--- config.mk ---
export PLATFORM = sky130hd
export DESIGN_NAME = vcom_trim_i2c
export DESIGN_NICKNAME = d
export VERILOG_FILES = /design/src/rtl/vtrim_pkg.sv /design/src/rtl/vtrim_sync.sv /design/src/rtl/vtrim_i2c_tgt.sv /design/src/rtl/vtrim_nv_ctrl.sv /design/src/rtl/vcom_trim_i2c.sv
export SDC_FILE = /design/constraint.sdc
export NUM_CORES = 1
export LEC_CHECK = 0
export ABC_AREA = 0
export ABC_CLOCK_PERIOD_IN_PS = 2500
export BUFFER_PORTS_ARGS = -buffer_cell sky130_fd_sc_hd__clkbuf_2
export CORE_ASPECT_RATIO = 2
export CORE_UTILIZATION = 59
export DETAILED_ROUTE_END_ITERATION = 6
export PLACE_DENSITY = 0.84
export SETUP_SLACK_MARGIN = 0.05
export SLEW_MARGIN = 20
export SYNTH_ARGS = -nofsm -noshare
export SYNTH_HDL_FRONTEND = slang
export SYNTH_HIERARCHICAL = 1
export SYNTH_SLANG_ARGS = --single-unit
--- constraint.sdc ---
create_clock -name clk -period 2.5 [get_ports clk]
set_input_delay 0.125 -clock clk [delete_from_list [all_inputs] [get_ports clk]]
set_output_delay 0.125 -clock clk [all_outputs]
set_load 0.01 [all_outputs]
--- src/rtl/vtrim_pkg.sv ---
package vtrim_pkg;
  typedef enum logic [2:0] {
    S_IDLE, S_ADDR, S_AACK, S_WDAT, S_WACK, S_RDAT, S_RACK
  } tgt_state_t;
endpackage

--- src/rtl/vtrim_sync.sv ---
// Two-flop synchroniser for asynchronous pin levels.
module vtrim_sync #(
  parameter int W = 1,
  parameter logic [W-1:0] RST_VAL = '0
) (
  input  logic         clk,
  input  logic         rst,
  input  logic [W-1:0] d,
  output logic [W-1:0] q
);
  logic [W-1:0] meta;

  always_ff @(posedge clk) begin
    if (rst) begin
      meta <= RST_VAL;
      q    <= RST_VAL;
    end else begin
      meta <= d;
      q    <= meta;
    end
  end
endmodule

--- src/rtl/vtrim_i2c_tgt.sv ---
// Byte-level I2C target: address match, one write byte or one read byte.
module vtrim_i2c_tgt
  import vtrim_pkg::*;
#(
  parameter int DW = 7,
  parameter int AW = 6,
  parameter logic [AW-1:0] ADDR_HI = 6'b100111
) (
  input  logic          clk,
  input  logic          rst,
  input  logic          scl_s,
  input  logic          sda_s,
  input  logic [DW-1:0] rd_val,
  output logic          sda_oe,
  output logic          wr_stb,
  output logic [DW:0]   wr_byte
);
  localparam int BW = DW + 1;
  localparam int CW = $clog2(BW + 1);

  tgt_state_t    state;
  logic          scl_q, sda_q;
  logic [CW-1:0] cnt;
  logic [BW-1:0] sh;
  logic          rw;

  always_ff @(posedge clk) begin
    if (rst) begin
      scl_q <= 1'b1;
      sda_q <= 1'b1;
    end else begin
      scl_q <= scl_s;
      sda_q <= sda_s;
    end
  end

  wire scl_rise = scl_s & ~scl_q;
  wire scl_fall = ~scl_s & scl_q;
  wire start_c  = scl_s & scl_q & sda_q & ~sda_s;
  wire stop_c   = scl_s & scl_q & ~sda_q & sda_s;
  wire byte_end = (cnt == CW'(BW));

  always_ff @(posedge clk) begin
    if (rst) begin
      state   <= S_IDLE;
      cnt     <= '0;
      sh      <= '0;
      rw      <= 1'b0;
      sda_oe  <= 1'b0;
      wr_stb  <= 1'b0;
      wr_byte <= '0;
    end else begin
      wr_stb <= 1'b0;
      if (start_c) begin
        state  <= S_ADDR;
        cnt    <= '0;
        sda_oe <= 1'b0;
      end else if (stop_c) begin
        state  <= S_IDLE;
        sda_oe <= 1'b0;
      end else begin
        case (state)
          S_ADDR: begin
            if (scl_rise) begin
              sh  <= {sh[BW-2:0], sda_s};
              cnt <= cnt + CW'(1);
            end else if (scl_fall && byte_end) begin
              if (sh[BW-1 -: AW] == ADDR_HI) begin
                sda_oe <= 1'b1;
                rw     <= sh[0];
                state  <= S_AACK;
              end else begin
                state <= S_IDLE;
              end
            end
          end
          S_AACK: begin
            if (scl_fall) begin
              cnt <= '0;
              if (rw) begin
                sh     <= {rd_val, 1'b0};
                sda_oe <= ~rd_val[DW-1];
                state  <= S_RDAT;
              end else begin
                sda_oe <= 1'b0;
                state  <= S_WDAT;
              end
            end
          end
          S_WDAT: begin
            if (scl_rise) begin
              sh  <= {sh[BW-2:0], sda_s};
              cnt <= cnt + CW'(1);
            end else if (scl_fall && byte_end) begin
              sda_oe  <= 1'b1;
              wr_stb  <= 1'b1;
              wr_byte <= sh;
              state   <= S_WACK;
            end
          end
          S_WACK: begin
            if (scl_fall) begin
              sda_oe <= 1'b0;
              state  <= S_IDLE;
            end
          end
          S_RDAT: begin
            if (scl_rise) begin
              cnt <= cnt + CW'(1);
            end else if (scl_fall) begin
              if (byte_end) begin
                sda_oe <= 1'b0;
                state  <= S_RACK;
              end else begin
                sh     <= {sh[BW-2:0], 1'b0};
                sda_oe <= ~sh[BW-2];
              end
            end
          end
          S_RACK: begin
            if (scl_fall) state <= S_IDLE;
          end
          default: state <= S_IDLE;
        endcase
      end
    end
  end
endmodule

--- src/rtl/vtrim_nv_ctrl.sv ---
// Live trim register, store programming sequencer and reload control.
module vtrim_nv_ctrl #(
  parameter int DW = 7,
  parameter int PROG_CYCLES = 5_000_000
) (
  input  logic          clk,
  input  logic          rst,
  input  logic          wr_stb,
  input  logic [DW:0]   wr_byte,
  input  logic          wp_s,
  input  logic [DW-1:0] nv_rdata,
  output logic [DW-1:0] setting_o,
  output logic [DW:0]   steps_o,
  output logic          nv_wen,
  output logic [DW-1:0] nv_wdata
);
  localparam int PW = $clog2(PROG_CYCLES + 1);

  logic          load_pend, wp_q, busy, prog_go;
  logic [PW-1:0] tmr;
  logic [DW-1:0] nxt_set;

  wire wp_fall = wp_q & ~wp_s;

  always_comb begin
    nxt_set = setting_o;
    prog_go = 1'b0;
    if (wr_stb) begin
      if (wr_byte[0]) begin
        nxt_set = wr_byte[DW:1];
      end else if (wp_s && !busy) begin
        nxt_set = wr_byte[DW:1];
        prog_go = 1'b1;
      end
    end
    if (load_pend || wp_fall) nxt_set = nv_rdata;
  end

  always_ff @(posedge clk) begin
    if (rst) begin
      load_pend <= 1'b1;
      wp_q      <= 1'b0;
      busy      <= 1'b0;
      tmr       <= '0;
      setting_o <= '0;
      steps_o   <= (DW+1)'(1);
      nv_wen    <= 1'b0;
      nv_wdata  <= '0;
    end else begin
      load_pend <= 1'b0;
      wp_q      <= wp_s;
      nv_wen    <= 1'b0;
      setting_o <= nxt_set;
      steps_o   <= {1'b0, nxt_set} + (DW+1)'(1);
      if (prog_go && !(load_pend || wp_fall)) begin
        nv_wen   <= 1'b1;
        nv_wdata <= wr_byte[DW:1];
        busy     <= 1'b1;
        tmr      <= '0;
      end else if (busy) begin
        if (tmr == PW'(PROG_CYCLES - 1)) begin
          busy <= 1'b0;
          tmr  <= '0;
        end else begin
          tmr <= tmr + PW'(1);
        end
      end
    end
  end
endmodule

--- src/rtl/vcom_trim_i2c.sv ---
module vcom_trim_i2c #(
  parameter int SET_W = 7,
  parameter logic [5:0] ADDR_HI = 6'b100111,
  parameter int PROG_CYCLES = 5_000_000
) (
  input  logic             clk,
  input  logic             rst,
  input  logic             scl_i,
  input  logic             sda_i,
  output logic             sda_oe,
  input  logic             wp_i,
  output logic [SET_W-1:0] setting_o,
  output logic [SET_W:0]   steps_o,
  input  logic [SET_W-1:0] nv_rdata,
  output logic             nv_wen,
  output logic [SET_W-1:0] nv_wdata
);
  logic [1:0]     bus_s;
  logic           wp_s;
  logic           wr_stb;
  logic [SET_W:0] wr_byte;

  vtrim_sync #(.W(2), .RST_VAL(2'b11)) u_bus_sync (
    .clk(clk), .rst(rst), .d({scl_i, sda_i}), .q(bus_s)
  );

  vtrim_sync #(.W(1), .RST_VAL(1'b0)) u_wp_sync (
    .clk(clk), .rst(rst), .d(wp_i), .q(wp_s)
  );

  vtrim_i2c_tgt #(.DW(SET_W), .AW(6), .ADDR_HI(ADDR_HI)) u_tgt (
    .clk(clk), .rst(rst), .scl_s(bus_s[1]), .sda_s(bus_s[0]),
    .rd_val(setting_o), .sda_oe(sda_oe), .wr_stb(wr_stb), .wr_byte(wr_byte)
  );

  vtrim_nv_ctrl #(.DW(SET_W), .PROG_CYCLES(PROG_CYCLES)) u_ctrl (
    .clk(clk), .rst(rst), .wr_stb(wr_stb), .wr_byte(wr_byte), .wp_s(wp_s),
    .nv_rdata(nv_rdata), .setting_o(setting_o), .steps_o(steps_o),
    .nv_wen(nv_wen), .nv_wdata(nv_wdata)
  );
endmodule

* After elaboration in Yosys (flattened, before gate mapping) *
Index checks and enable logic that the tools add are counted.

cells by class
  add/subtract/negate cells = 3
  $mul = 0
  div/mod/pow operators = 0
  order comparisons = 0
  equal/unequal tests = 33
  shifts and indexed selects = 0
  mux-type cells = 50
  bitwise operators = 19
  reduce and logical (&&, ||, !) cells = 23

operator list
  kind                                            count
  two-way mux 8 bit                               6
  two-way mux 3 bit                               10
  two-way mux 7 bit                               4
  AND reduction 9 bit                             3
  != test 4 x 1 -> 1 bit (second input constant)  6
  one-hot mux 8 bit (3 select lines)              1
  adder 23 x 1 -> 23 bit (second input constant)  1
  == test 23 bit (second input constant)          1
  two-way mux 23 bit                              1
  two-way mux 1 bit                               22
  != test 2 x 1 -> 1 bit (second input constant)  11
  one-hot mux 3 bit (5 select lines)              1
  != test 4 bit (second input constant)           3
  NOT 1 bit                                       11
  AND reduction 10 bit                            1
  == test 3 bit (second input constant)           3
  adder 7 x 1 -> 8 bit (second input constant)    1
  AND 1 bit                                       8
  two-way mux 4 bit                               2
  != test 2 bit (second input constant)           4
  one-hot mux 4 bit (2 select lines)              1
  OR reduction 2 bit                              4
  == test 3 x 2 -> 1 bit (second input constant)  2
  == test 6 bit (second input constant)           1
  other kinds (16)                                20

word-level totals
  flip-flop bits (word level) = 83
  latch bits = 0
  memory bits (writable) = 0
  memory bits (read-only) = 0
  input port bits = 12
  output and inout bits = 24
  logic and storage cells = 150
  memories kept = 0

* Logic depth before layout (Yosys ltp) *
  depth in word-level cells = 8
  depth in mapped cells = 9
  depth with buffers taken out = 9

* By module *
The synthesis kept the hierarchy.

by module, submodules not included
  module                    times used  cells an instance  area an instance (µm²)  seq. area each (µm²)
  vtrim_nv_ctrl             1           249                2199.6                  980.9
  vtrim_i2c_tgt             1           179                1587.8                  560.5
  vtrim_sync at u_bus_sync  1           8                  105.1                   80.1
  vtrim_sync at u_wp_sync   1           4                  52.6                    40.0

* Worst setup path after synthesis *
No wires, ideal clock.

  path kind = register to register
  start point = register u_ctrl.busy
  end point = register u_ctrl.steps_o[6]
  setup time = 0.072 ns
  data arrival time = 1.787 ns
  data required time = 2.428 ns
  setup slack = 0.641 ns
  cell stages (with the launch flop) = 10
  buffers on the path = 0
  clock period less this slack = 1.859 ns
  cell sequence = dfxtp_1 nor2b_4 o21a_4 nand2_1 a31o_2 inv_1 ha_1 inv_1 nor4_1 mux2i_1

between the ends
  cells in the longest elaborated chain, start to end = 7

ends and longest elaborated chain
  what                      line                 source
  start: declaration        vtrim_nv_ctrl.sv:19  logic load_pend, wp_q, busy, prog_go;
  start signal: assignment  vtrim_nv_ctrl.sv:43  busy <= 1'b0;
  start signal: assignment  vtrim_nv_ctrl.sv:58  busy <= 1'b1;
  start signal: assignment  vtrim_nv_ctrl.sv:62  busy <= 1'b0;
  logical NOT 1 bit         vtrim_nv_ctrl.sv:31  end else if (wp_s && !busy) begin
  logical AND 1 bit         vtrim_nv_ctrl.sv:31
  two-way mux 7 bit         vtrim_nv_ctrl.sv:31
  two-way mux 7 bit         vtrim_nv_ctrl.sv:29  if (wr_byte[0]) begin
  two-way mux 7 bit         vtrim_nv_ctrl.sv:28  if (wr_stb) begin
  two-way mux 7 bit         vtrim_nv_ctrl.sv:36  if (load_pend || wp_fall) nxt_set = nv_rdata;
  net u_ctrl.nxt_set[1]     vtrim_nv_ctrl.sv:21  logic [DW-1:0] nxt_set;
  adder 7 x 1 -> 8 bit      vtrim_nv_ctrl.sv:54  steps_o <= {1'b0, nxt_set} + (DW+1)'(1);
  end signal: assignment    vtrim_nv_ctrl.sv:46  steps_o <= (DW+1)'(1);
  end signal: assignment    vtrim_nv_ctrl.sv:54
  end: declaration          vtrim_nv_ctrl.sv:13  output logic [DW:0] steps_o,

The timed path passes the listed nets, and every way through them passes these cells.
A chain may end at the register's enable or synchronous reset.

* Final worst setup path *
  start point = register u_tgt.state[1]
  end point = register u_tgt.sh[4]

between the ends
  cells in the longest elaborated chain, start to end = 4
  elaborated cells on any way between the ends = 14
  those cells by class = eq/ne: 10; mux: 1; reduce/logical: 3

ends and longest elaborated chain
  what                                                                                  line                 source
  start: declaration                                                                    vtrim_i2c_tgt.sv:21  tgt_state_t state;
  start signal: assignment                                                              vtrim_i2c_tgt.sv:45  state <= S_IDLE;
  start signal: assignment                                                              vtrim_i2c_tgt.sv:55  state <= S_ADDR;
  start signal: assignment                                                              vtrim_i2c_tgt.sv:59  state <= S_IDLE;
  == test 3 x 1 -> 1 bit / == test 3 x 2 -> 1 bit (equally long branches)               vtrim_i2c_tgt.sv:62  case (state)
  OR reduction 2 bit (no source line)                                                   --
  != test 2 x 1 -> 1 bit (no source line) / nonzero test 3 bit (equally long branches)  --
  AND reduction 9 bit (no source line)                                                  --
  end signal: assignment                                                                vtrim_i2c_tgt.sv:65  sh <= {sh[BW-2:0], sda_s};
  end signal: assignment                                                                vtrim_i2c_tgt.sv:81  sh <= {rd_val, 1'b0};
  end signal: assignment                                                                vtrim_i2c_tgt.sv:92  sh <= {sh[BW-2:0], sda_s};
  end: declaration                                                                      vtrim_i2c_tgt.sv:24  logic [BW-1:0] sh;

Parallel ways exist; a longest one is shown, timed or not.

==> impl_metrics.py <==
metrics = {
    "layout": {
        "fin_util_pct": 70.44,
        "nFillCells": 519,
        "diodes": 0,
        "nets": 495,
        "syn_to_final_growth_pct": 13.57,
        "stdcell_count": 569,
        "drive_gt1_share_pct": 19.05,
    },
    "synthesis": {
        "ys_types": 68,
        "synth_edf_count": 0,
        "synth_nets": 456,
        "ys_warn_count": 6,
        "ys_ff_latch": 83,
        "ys_seq_area_share_pct": 42.12,
        "synth_top_area_share_pct": 42.12,
        "async_flop_share_pct": 0,
        "netlist_top_cells_count": "83 x dfxtp_1, 60 x nor2_1, 37 x nand2_1",
        "synth_most_common_cell": "dfxtp_1",
        "syn_inst": 440,
        "synth_area_leader_cell": "dfxtp_1",
        "synth_area_leaders": "dfxtp_1 42%, nor2_1 5.7%, mux2i_1 4.6%",
        "syn_avg_cell_area_um2": 8.966,
        "synth_ff_type": "dfxtp_1",
        "syn-cell-area_mm2": 0.003945,
    },
    "placed_design": {
        "finalWeightedCongestion": 0.8564,
        "io_buffers": 35,
        "hpwl_mm": 6.576,
        "place_inst": 551,
        "pre_cts_ws_ns": 0.4098,
    },
    "floorplanning": {
        "ios": 36,
        "dieWidth_um": 59.82,
        "dieArea_mm2": 0.007037,
        "fp.dieH_um": 117.6,
        "num_rows": 41,
        "start_util_pct": 62.02,
        "core_area_mm2": 0.006361,
    },
    "route": {
        "dr.pass1.iters": 4,
        "viasPerCell": 5.689,
        "vias": 3237,
        "dr.first_iter.drc_count": 189,
        "finalWirelength_mm": 9.041,
        "drc": 0,
        "antenna_left": 0,
        "routedWlPerCell_um": 15.89,
    },
    "sta": {
        "final_hold_viol_count": 0,
        "post-route-min-period_ns": 2.135,
        "finalMaxSlewViolations": 0,
        "period_share_pct": 85.42,
        "worst_pin_slew_ns": 0.7535,
        "tns_ns": 0,
        "slew_headroom_pct": 49.66,
        "setup_viol": 0,
        "holdWs_ns": 0.2116,
        "rsz0062_at_grt": "false",
        "fmax_ghz": 0.4683,
        "skew_ns": 0.005804,
        "worst_slack_ns": 0.3646,
    },
    "clock_network": {
        "clk_path_buf_depth": 2,
        "clk_pin_slew_ns": 0.06,
        "numCtsBuffers": 9,
        "cts_sinks": 83,
        "cts_resized": 0,
        "postCtsSetupRepairBufs": 0,
        "ctsHtreeMaxLevel": 3,
        "holdBufCountCts": 3,
        "clock_latency_ns": 0.34,
        "cts_tree": "built",
        "cts.root.buffer_cell": "clkbuf_16",
    },
    "pwr": {
        "peakVddDrop_v": 0.0004733,
        "p_seq_share_pct": 47.8,
        "clkPwrFrac_pct": 42.6,
        "switching_share_pct": 23.47,
        "power.density_mw_per_mm2": 654.2,
        "p_comb_share_pct": 9.6,
        "netSwitchingPower_mw": 0.6879,
        "p_leak_nw": 1.751,
        "internal_power_mw": 2.243,
    },
    "global_routing": {
        "grt_pass1_vias": 3206,
        "gr-total-overflow": 0,
        "grt_max_degree": 27,
        "grtUsageMet3_pct": 6.813,
        "grt_pass1_wl_mm": 14.30,
        "met1_usage_pct": 25.84,
        "grt_use_total_pct": 27.29,
        "busiest_layer": "met2",
        "grt_use_met2_pct": 49.58,
        "antenna_found_initial": 0,
    },
    "run": {
        "cap_violations": 0,
    },
    "outcome": {
        "run_status": "finished clean",
    },
    "setup_path": {
        "worstPathMaxFanout": 14,
        "crit_arrival_ns": 2.36,
        "end_kind": "flip-flop",
        "cp.required_ns": 2.73,
        "start_kind": "flip-flop",
        "path_class": "flip-flop to flip-flop",
    },
    "hold_path": {
        "worstHoldPathType": "input port to flip-flop",
    },
}
layer usage:
metal / vias to the layer above / wire length [µm] / part of all wire [%]
li1: 1599 / - / -
met1: 1538 / 3326 / 37
met2: 71 / 5020 / 56
met3: 29 / 310 / 3.4
met4: 0 / 384 / 4.2
met5: - / 0 / 0
worst max-delay path, cell delays in order (launching register included):
cell      delay (ns)
dfxtp_1         0.58
nor3b_2         0.36
nand2_1         0.09
a2111o_1        0.62
mux2_4          0.37
cell usage in the layout (no fill, tap or decap), types with 6 or more instances in the layout:
cell type and n:
inv_1 17, xnor2_1 9, xor2_1 11, nand2_1 37, buf_4 6, nor2b_1 7, mux2_4 7, and2b_2 7
nand2b_1 12, nor2_1 60, a21oi_1 25, mux2i_1 18, clkbuf_2 35, and3_1 7, o21ai_0 11, nand3_1 21
dfxtp_1 83, clkbuf_16 9
registers in the layout, summed over array words and instances (netlist names):
signal,cells
u_wp_sync/meta,1
u_ctrl/nv_wen,1
u_tgt/sh,8
u_ctrl/tmr,23
u_tgt/sda_q,1
u_bus_sync/meta,2
u_ctrl/load_pend,1
u_tgt/wr_stb,1
u_tgt/rw,1
u_ctrl/wp_q,1
u_wp_sync/q,1
u_ctrl/busy,1
u_ctrl/nv_wdata,7
u_tgt/cnt,4
u_ctrl/setting_o,7
u_tgt/sda_oe,1
u_bus_sync/q,2
u_tgt/scl_q,1
u_tgt/state,3
u_tgt/wr_byte,8
u_ctrl/steps_o,8
cell families (layout without fill, tap and decap cells):
| kind of cell | count (synthesis) | after routing | share of synthesized area [%] |
|---|---|---|---|
| AOI/OAI and AO/OA | 67 | 67 | 11.48 |
| xor gates and xnor gates | 20 | 20 | 4.440 |
| adders and majority gates | 4 | 4 | 1.269 |
| buffers and inverters | 33 | 76 | 4.123 |
| DFF | 83 | 83 | 42.12 |
| muxes | 28 | 28 | 8.087 |
| and+or+nand+nor | 205 | 205 | 28.48 |
per-stage QoR:
step | total power [mW] | instance area [µm²]
final | 2.931 | 4481
after global routing | 3.042 | 4481
after CTS | 2.958 | 4481
after detailed placement | 1.702 | 4174
after global placement | 1.694 | 4174
after floorplan | 1.626 | 3945
worst paths after layout:
kind | start | to | slack, ns | cells after the start
max | u_tgt/state[1] | u_tgt/sh[4] | 0.36 | 4
min | nv_rdata[5] | u_ctrl/setting_o[5] | 0.21 | 4
max reg2reg | u_tgt/state[1] | u_tgt/sh[4] | 0.36 | 4
min reg2reg | u_bus_sync/meta[1] | u_bus_sync/q[1] | 0.40 | 1
area by class of cell:
type	count	area, µm²	area share, %
sequential	83	1662	37.08
timing repair buffer	44	250.2	5.585
clock buffer	12	236.5	5.278
multi-input combinational	324	2121	47.33
clock inverter	3	40.04	0.8936
inverter	17	63.81	1.424
tap	86	107.6	2.402
power by group through the flow:
stage | logic, mW | registers [mW] | clock network (mW)
global route | 0.311 | 1.40 | 1.33
floorplan | 0.209 | 1.42 | 0
CTS | 0.280 | 1.40 | 1.28
global placement | 0.270 | 1.42 | 0
detailed placement | 0.274 | 1.43 | 0
finish | 0.280 | 1.40 | 1.25
(Power assumes the default switching activity.)
